File: src/rtl/ilfir_pkg.sv
package ilfir_pkg;

  // Per-edge strobes passed from sequencing control to the datapath.
  typedef struct packed {
    logic adv;    // enabled edge: every datapath register may move
    logic take;   // a channel sample is accepted on this edge
    logic wrOut;  // the formatted result lands in an output lane
  } ilfir_strobe_t;

endpackage

File: src/rtl/ilfir_ctrl.sv
module ilfir_ctrl
  import ilfir_pkg::*;
#(
  parameter int CH  = 4,
  parameter int LAT = 46,
  localparam int CHW = (CH > 1) ? $clog2(CH) : 1,
  localparam int LCW = $clog2(LAT + 1)
) (
  input  logic          clk,
  input  logic          rstN,
  input  logic          en,
  input  logic          xVal,
  output ilfir_strobe_t stb,
  output logic [CHW-1:0] selCh,
  output logic [CHW-1:0] wrCh,
  output logic          yVal
);

  logic           aligned;
  logic [LCW-1:0] latCnt;
  logic [CHW-1:0] inCh;
  logic [CHW-1:0] outCh;
  logic           accept;

  function automatic logic [CHW-1:0] stepCh(input logic [CHW-1:0] c);
    return (c == CHW'(CH - 1)) ? '0 : c + 1'b1;
  endfunction

  assign accept    = aligned | xVal;
  assign stb.adv   = en;
  assign stb.take  = en & accept;
  assign stb.wrOut = en & (yVal | (aligned & (latCnt == LCW'(LAT - 1))));
  assign selCh     = inCh;
  assign wrCh      = outCh;

  always_ff @(posedge clk or negedge rstN) begin
    if (!rstN) begin
      aligned <= 1'b0;
      latCnt  <= '0;
      inCh    <= '0;
      outCh   <= '0;
      yVal    <= 1'b0;
    end else if (en) begin
      if (xVal) aligned <= 1'b1;
      if (accept) inCh <= stepCh(inCh);
      if (accept && !yVal) latCnt <= latCnt + 1'b1;
      if (stb.wrOut) begin
        yVal  <= 1'b1;
        outCh <= stepCh(outCh);
      end
    end
  end

endmodule

File: src/rtl/ilfir_datapath.sv
module ilfir_datapath
  import ilfir_pkg::*;
#(
  parameter int CH    = 4,
  parameter int TAPS  = 8,
  parameter int DW    = 12,
  parameter int CW    = 12,
  parameter int FW    = 10,
  parameter bit ROUND = 1'b1,
  parameter bit SAT   = 1'b1,
  parameter logic [CH*TAPS*CW-1:0] COEF = '0,
  localparam int CHW  = (CH > 1) ? $clog2(CH) : 1,
  localparam int PW   = DW + CW,
  localparam int AW   = DW + CW + $clog2(TAPS),
  localparam int XLEN = 2 * CH * (TAPS - 1),
  localparam int PADN = 2 * CH - 1
) (
  input  logic            clk,
  input  logic            rstN,
  input  ilfir_strobe_t   stb,
  input  logic [CHW-1:0]  selCh,
  input  logic [CHW-1:0]  wrCh,
  input  logic [CH*DW-1:0] xIn,
  output logic [CH*DW-1:0] yOut
);

  localparam int BIAS_POS = (FW > 0) ? (1 << (FW - 1)) : 0;
  localparam int BIAS_NEG = (FW > 0) ? BIAS_POS - 1 : 0;

  logic signed [DW-1:0] xSel;
  logic signed [DW-1:0] sReg;
  logic [CHW-1:0]       sCh;
  logic signed [DW-1:0] xDly [1:XLEN];
  logic signed [DW-1:0] tapX [TAPS];
  logic signed [PW-1:0] prodQ [TAPS];
  logic signed [AW-1:0] sumQ [TAPS][CH];
  logic signed [AW-1:0] padQ [PADN];
  logic signed [AW-1:0] scaled;
  logic signed [DW-1:0] fmt;
  logic signed [DW-1:0] yQ [CH];

  function automatic logic signed [CW-1:0] coefAt(input int ch, input int k);
    return COEF[(ch * TAPS + k) * CW +: CW];
  endfunction

  assign xSel = xIn[int'(selCh) * DW +: DW];

  always_comb begin
    tapX[0] = sReg;
    for (int k = 1; k < TAPS; k++) tapX[k] = xDly[2 * CH * k];
  end

  // Sample line, products and interleaved partial-sum chain.
  always_ff @(posedge clk or negedge rstN) begin
    if (!rstN) begin
      sReg <= '0;
      sCh  <= '0;
      for (int i = 1; i <= XLEN; i++) xDly[i] <= '0;
      for (int k = 0; k < TAPS; k++) begin
        prodQ[k] <= '0;
        for (int j = 0; j < CH; j++) sumQ[k][j] <= '0;
      end
      for (int i = 0; i < PADN; i++) padQ[i] <= '0;
    end else if (stb.adv) begin
      sReg    <= stb.take ? xSel : '0;
      sCh     <= selCh;
      xDly[1] <= sReg;
      for (int i = 2; i <= XLEN; i++) xDly[i] <= xDly[i-1];
      for (int k = 0; k < TAPS; k++)
        prodQ[k] <= PW'(tapX[k]) * PW'(coefAt(int'(sCh), k));
      sumQ[0][0] <= AW'(prodQ[0]);
      for (int k = 1; k < TAPS; k++)
        sumQ[k][0] <= AW'(prodQ[k]) + sumQ[k-1][CH-1];
      for (int k = 0; k < TAPS; k++)
        for (int j = 1; j < CH; j++) sumQ[k][j] <= sumQ[k][j-1];
      padQ[0] <= sumQ[TAPS-1][CH-1];
      for (int i = 1; i < PADN; i++) padQ[i] <= padQ[i-1];
    end
  end

  // Scaling: symmetric rounding (two stages) or a plain floor shift.
  if (ROUND) begin : g_round
    logic signed [AW-1:0] biasQ;
    logic signed [AW-1:0] shQ;
    always_ff @(posedge clk or negedge rstN) begin
      if (!rstN) begin
        biasQ <= '0;
        shQ   <= '0;
      end else if (stb.adv) begin
        biasQ <= padQ[PADN-1] +
                 (padQ[PADN-1][AW-1] ? AW'(BIAS_NEG) : AW'(BIAS_POS));
        shQ   <= biasQ >>> FW;
      end
    end
    assign scaled = shQ;
  end else begin : g_trunc
    assign scaled = padQ[PADN-1] >>> FW;
  end

  // Range handling: registered clamp or combinational wrap.
  if (SAT) begin : g_clamp
    logic signed [DW-1:0] satQ;
    logic                 inRange;
    assign inRange = (&scaled[AW-1:DW-1]) | ~(|scaled[AW-1:DW-1]);
    always_ff @(posedge clk or negedge rstN) begin
      if (!rstN) satQ <= '0;
      else if (stb.adv)
        satQ <= inRange ? scaled[DW-1:0]
                        : (scaled[AW-1] ? {1'b1, {(DW-1){1'b0}}}
                                        : {1'b0, {(DW-1){1'b1}}});
    end
    assign fmt = satQ;
  end else begin : g_wrap
    assign fmt = scaled[DW-1:0];
  end

  // Output demultiplexer: one lane written per enabled edge.
  always_ff @(posedge clk or negedge rstN) begin
    if (!rstN) begin
      for (int c = 0; c < CH; c++) yQ[c] <= '0;
    end else if (stb.adv && stb.wrOut) begin
      yQ[wrCh] <= fmt;
    end
  end

  for (genvar c = 0; c < CH; c++) begin : g_lane
    assign yOut[c*DW +: DW] = yQ[c];
  end

endmodule

File: src/rtl/interleaved_fir.sv
module interleaved_fir
  import ilfir_pkg::*;
#(
  parameter int CH    = 4,
  parameter int TAPS  = 8,
  parameter int DW    = 12,
  parameter int CW    = 12,
  parameter int FW    = 10,
  parameter bit ROUND = 1'b1,
  parameter bit SAT   = 1'b1,
  parameter logic [CH*TAPS*CW-1:0] COEF = {(CH*TAPS){CW'(1 << FW)}},
  localparam int CHW = (CH > 1) ? $clog2(CH) : 1,
  localparam int LAT = CH * TAPS + 2 * CH + 2 + (ROUND ? 2 : 0) + (SAT ? 1 : 0)
) (
  input  logic            clk,
  input  logic            rstN,
  input  logic            en,
  input  logic            xVal,
  input  logic [CH*DW-1:0] xIn,
  output logic            yVal,
  output logic [CH*DW-1:0] yOut
);

  if (CH < 1 || CH > 8) begin : g_bad_ch
    $error("channel count must be 1..8");
  end
  if (TAPS < 3 || CW < 2 || FW >= CW || FW < 0 || DW < 2) begin : g_bad_fmt
    $error("tap count or number format out of range");
  end

  ilfir_strobe_t  stb;
  logic [CHW-1:0] selCh;
  logic [CHW-1:0] wrCh;

  ilfir_ctrl #(.CH(CH), .LAT(LAT)) u_ctrl (
    .clk   (clk),
    .rstN  (rstN),
    .en    (en),
    .xVal  (xVal),
    .stb   (stb),
    .selCh (selCh),
    .wrCh  (wrCh),
    .yVal  (yVal)
  );

  ilfir_datapath #(
    .CH(CH), .TAPS(TAPS), .DW(DW), .CW(CW), .FW(FW),
    .ROUND(ROUND), .SAT(SAT), .COEF(COEF)
  ) u_dp (
    .clk   (clk),
    .rstN  (rstN),
    .stb   (stb),
    .selCh (selCh),
    .wrCh  (wrCh),
    .xIn   (xIn),
    .yOut  (yOut)
  );

endmodule

File: config.mk
export PLATFORM = sky130hd
export DESIGN_NAME = interleaved_fir
export DESIGN_NICKNAME = d
export VERILOG_FILES = /design/src/rtl/ilfir_pkg.sv /design/src/rtl/ilfir_ctrl.sv /design/src/rtl/ilfir_datapath.sv /design/src/rtl/interleaved_fir.sv
export SDC_FILE = /design/constraint.sdc
export NUM_CORES = 2
export LEC_CHECK = 0
export BUFFER_PORTS_ARGS = -buffer_cell sky130_fd_sc_hd__buf_2
export CORE_ASPECT_RATIO = 2
export CORE_MARGIN = 5
export CORE_UTILIZATION = 35
export CTS_CLUSTER_SIZE = 20
export DETAILED_ROUTE_END_ITERATION = 8
export PLACE_DENSITY = 0.49
export SLEW_MARGIN = 20
export SYNTH_ARGS = -nofsm -noshare
export SYNTH_HDL_FRONTEND = slang
export SYNTH_SLANG_ARGS = --single-unit
File: constraint.sdc
create_clock -name clk -period 5.3 [get_ports clk]
set_input_delay 0.795 -clock clk [delete_from_list [all_inputs] [get_ports clk]]
set_output_delay 0.795 -clock clk [all_outputs]
set_load 0.02 [all_outputs]
==> impl_metrics.sql <==
INSERT INTO impl_metrics (metric_group, metric, value, unit) VALUES
('floorplan', 'initial_core_util', '35.1', '%'),
('setup_path', 'crit_fanout', '28', ''),
('global_route', 'grt_start_max_net_pins', '199', ''),
('yosys', 'synth_largest_area_cell', 'sky130_fd_sc_hd__dfrtp_1', ''),
('floorplan', 'design.core.area', '248000', 'um2'),
('clock_tree', 'htree_levels', '4', ''),
('setup_path', 'crit_top_cell', 'sky130_fd_sc_hd__ha_1', ''),
('clock_tree', 'clk_pin_slew', '0.07', 'ns'),
('yosys', 'ys_warn_count', '0', ''),
('finish', 'area.growth.synth_to_final', '12.7', '%'),
('floorplan', 'num_io_pins', '101', ''),
('setup_path', 'crit_path_end_kind', 'flip-flop', ''),
('yosys', 'postSynthRegisterBits', '1813', ''),
('clock_tree', 'cts_max_path_buffers', '4', ''),
('timing', 'finalMaxSlewViolations', '0', ''),
('placement', 'dp_hpwl', '137000', 'um'),
('global_route', 'grt_antenna_before_repair', '4', ''),
('timing', 'slew_at_the_pin_closest_to_its_max_slew_limit', '1.14', 'ns'),
('setup_path', 'worst_ep_arrival_time', '5.70', 'ns'),
('finish', 'finish.cell_count_without_fillers', '10100', ''),
('floorplan', 'placementRows', '259', ''),
('yosys', 'synth_edf_count', '0', ''),
('finish', 'nets', '7467', ''),
('placement', 'numPlacedInstances', '9800', ''),
('setup_path', 'startpoint_type', 'flip-flop', ''),
('route', 'drcViolationCount', '0', ''),
('timing', 'timing.final.crit_period', '5.02', 'ns'),
('timing', 'setup_viol', '0', ''),
('setup_path', 'path_buf_inv', '3', ''),
('finish', 'fraction_of_final_layout_cells_with_drive_strength_greater_than_1', '32.5', '%'),
('yosys', 'post_synth_main_area_contributors', 'sky130_fd_sc_hd__dfrtp_1 52%, sky130_fd_sc_hd__mux2_2 21%, sky130_fd_sc_hd__ha_1 8.5%', ''),
('timing', 'finalClockSkew', '0.0862', 'ns'),
('clock_tree', 'clock_sinks', '1813', ''),
('global_route', 'grt_first_pass_wirelength', '308000', 'um'),
('setup_path', 'worst_ep_required', '5.98', 'ns'),
('finish', 'post-route-util', '39.5', '%'),
('power_and_ir_drop', 'power.leakage', '47.8', 'nW'),
('clock_tree', 'clock_latency_of_the_later_clocked_register_in_the_worst_skew_pair', '0.86', 'ns'),
('placement', 'placedInstanceArea', '92200', 'um2'),
('global_route', 'grt-ovfl-total', '0', ''),
('floorplan', 'dieArea', '260000', 'um2'),
('yosys', 'yosys.cell_count.top_type', 'sky130_fd_sc_hd__dfrtp_1', ''),
('route', 'ant_nets', '0', ''),
('outcome', 'outcome', 'finished, final reports clean', ''),
('timing', 'min_period_over_period', '94.7', '%'),
('timing', 'fmax', '199', 'MHz'),
('yosys', 'average_instance_area_after_synthesis', '13.3', 'um2'),
('power_and_ir_drop', 'power_per_cell_area', '522', 'nW/um2'),
('clock_tree', 'cts_tree', 'built', ''),
('min_path', 'worst_hold_path_type', 'in2reg', ''),
('setup_path', 'critical-path-max-stage-delay', '0.49', 'ns'),
('clock_tree', 'clock-root-buffer', 'sky130_fd_sc_hd__clkbuf_16', ''),
('route', 'drtPass1Iterations', '5', ''),
('timing', 'setup-tns-final', '0', 'ns'),
('yosys', 'gate_count_post_synth', '6561', ''),
('placement', 'io_buffers', '100', ''),
('floorplan', 'die_width', '363', 'um'),
('run', 'max_cap_viol_count', '0', ''),
('yosys', 'synth_async_sr_flop_share', '100', '%'),
('floorplan', 'fp.dieH', '715', 'um'),
('yosys', 'seq_area_frac_synth', '52.1', '%'),
('setup_path', 'critical-path-slowest-cell', 'sky130_fd_sc_hd__fa_1', ''),
('setup_path', 'worst_path_dominant_cell_family', 'adder cells', ''),
('route', 'postRouteWirelength', '194000', 'um'),
('yosys', 'ys_top_cells_by_count', '1813 x sky130_fd_sc_hd__dfrtp_1, 1621 x sky130_fd_sc_hd__mux2_2, 593 x sky130_fd_sc_hd__ha_1', ''),
('route', 'avgViaCountPerCell', '4.93', ''),
('route', 'via_count', '49900', ''),
('route', 'number_of_violations_reported_at_the_end_of_detailed_routing_iteration_0', '2392', ''),
('global_route', 'grt_use_total', '14.9', '%'),
('route', 'detail_route.wl_per_cell', '19.2', 'um'),
('timing', 'final-hold-violation-count', '0', '');
==> flip-flops by register name, indices dropped and copies added, names as in the netlist <==
register and cells:
u_dp.fmt 12, u_dp.prodQ 166, u_ctrl.selCh 2, u_dp.g_round.biasQ 17, u_dp.padQ 175, u_ctrl.latCnt 6
u_dp.sReg 12, u_dp.sumQ 740, u_dp.sCh 2, u_ctrl.wrCh 2, u_dp.yOut 48, u_ctrl.aligned 1
u_dp.xDly 528, u_dp.g_round.shQ 17, u_dp.tapX 84, u_ctrl.yVal 1
==> logic make-up after synthesis <==
family / Yosys count / synth area share, %
buffers and inverters: 528 / 2.29
adders and majority gates: 697 / 10.9
DFF: 1813 / 52.1
AOI/OAI and AO/OA: 821 / 6.12
other: 1 / 0.00431
muxes: 1638 / 21.3
xor gates and xnor gates: 251 / 2.52
and+or+nand+nor: 812 / 4.75
==> power breakdown <==
group	internal, mW	switching (mW)
logic	8.11	7.23
clock network	7.48	5.52
registers	19.0	3.89
==> final timing paths <==
path | start | slack [ns] | end | cells past startpoint
setup / recovery | u_dp.sCh[0]$_DFFE_PN0P_ | 0.28 | u_dp.prodQ[18]$_DFFE_PN0P_ | 21
hold / removal | xVal | 0.24 | u_ctrl.aligned$_DFFE_PN0P_ | 2
setup reg to reg | u_dp.sCh[0]$_DFFE_PN0P_ | 0.28 | u_dp.prodQ[18]$_DFFE_PN0P_ | 21
hold reg to reg | u_dp.xDly[58]$_DFFE_PN0P_ | 0.44 | u_dp.xDly[46]$_DFFE_PN0P_ | 1
max in group asynchronous | rstN | 3.20 | u_dp.xDly[341]$_DFFE_PN0P_ | 4
min in group asynchronous | rstN | 0.52 | u_dp.padQ[107]$_DFFE_PN0P_ | 2
==> metrics by stage <==
| stage | worst slack, ns | power [mW] | hold slack, ns |
|---|---|---|---|
| after CTS | 0.0724 | 52.4 | 0.147 |
| after floorplan | 0.180 | 32.8 | 0.435 |
| after global placement | 0.115 | 38.5 | 0.451 |
| after detailed placement | 0.0378 | 38.9 | 0.458 |
| final | 0.280 | 51.3 | 0.239 |
| after global routing | -0.0147 | 54.8 | 0.201 |
==> cell usage in the layout (no fill, tap or decap), types with 12 or more instances in the layout <==
cell	count
sky130_fd_sc_hd__a211oi_1	20
sky130_fd_sc_hd__a21o_1	107
sky130_fd_sc_hd__a21oi_1	272
sky130_fd_sc_hd__a31oi_1	36
sky130_fd_sc_hd__and2_1	126
sky130_fd_sc_hd__and3_1	23
sky130_fd_sc_hd__buf_12	33
sky130_fd_sc_hd__buf_2	98
sky130_fd_sc_hd__buf_4	118
sky130_fd_sc_hd__bufinv_16	21
sky130_fd_sc_hd__clkbuf_1	20
sky130_fd_sc_hd__clkbuf_16	176
sky130_fd_sc_hd__clkbuf_8	24
sky130_fd_sc_hd__clkinv_2	35
sky130_fd_sc_hd__dfrtp_1	1813
sky130_fd_sc_hd__fa_1	104
sky130_fd_sc_hd__ha_1	592
sky130_fd_sc_hd__inv_1	252
sky130_fd_sc_hd__mux2_2	1620
sky130_fd_sc_hd__mux4_2	12
sky130_fd_sc_hd__nand2_1	185
sky130_fd_sc_hd__nand2b_1	20
sky130_fd_sc_hd__nand3_1	49
sky130_fd_sc_hd__nand3b_1	14
sky130_fd_sc_hd__nand4_1	22
sky130_fd_sc_hd__nor2_1	174
sky130_fd_sc_hd__nor2b_1	90
sky130_fd_sc_hd__nor3_1	48
sky130_fd_sc_hd__o211ai_1	18
sky130_fd_sc_hd__o21a_1	20
sky130_fd_sc_hd__o21ai_0	139
sky130_fd_sc_hd__o21bai_1	33
sky130_fd_sc_hd__o2bb2ai_1	48
sky130_fd_sc_hd__o31ai_1	19
sky130_fd_sc_hd__or2_2	19
sky130_fd_sc_hd__xnor2_1	188
sky130_fd_sc_hd__xor2_1	62
==> area by class of cell <==
type,count,area (um2)
tap,3262,4080
clock buffer,220,4810
antenna,4,10.0
inverter,253,952
fill,23600,150000
clock inverter,86,1060
timing repair buffer,250,2050
multi-input combinational,4225,39800
sequential,1813,45400
==> layer usage <==
layer	track usage, %	vias up	wire length [um]
li1	-	23600	-
met1	17.2	25500	77300
met2	28.3	447	106000
met3	1.44	299	3880
met4	5.11	0	6870
met5	0	-	0
==> repair_timing <==
action / in CTS / in global routing
hold endpoints to repair: 67 / 0
setup endpoints to repair: 0 / 17
setup buffers: 0 / 2
hold buffers: 1 / 0
resized for setup: 0 / 13
No activity file was read; power rests on OpenSTA's default activity.
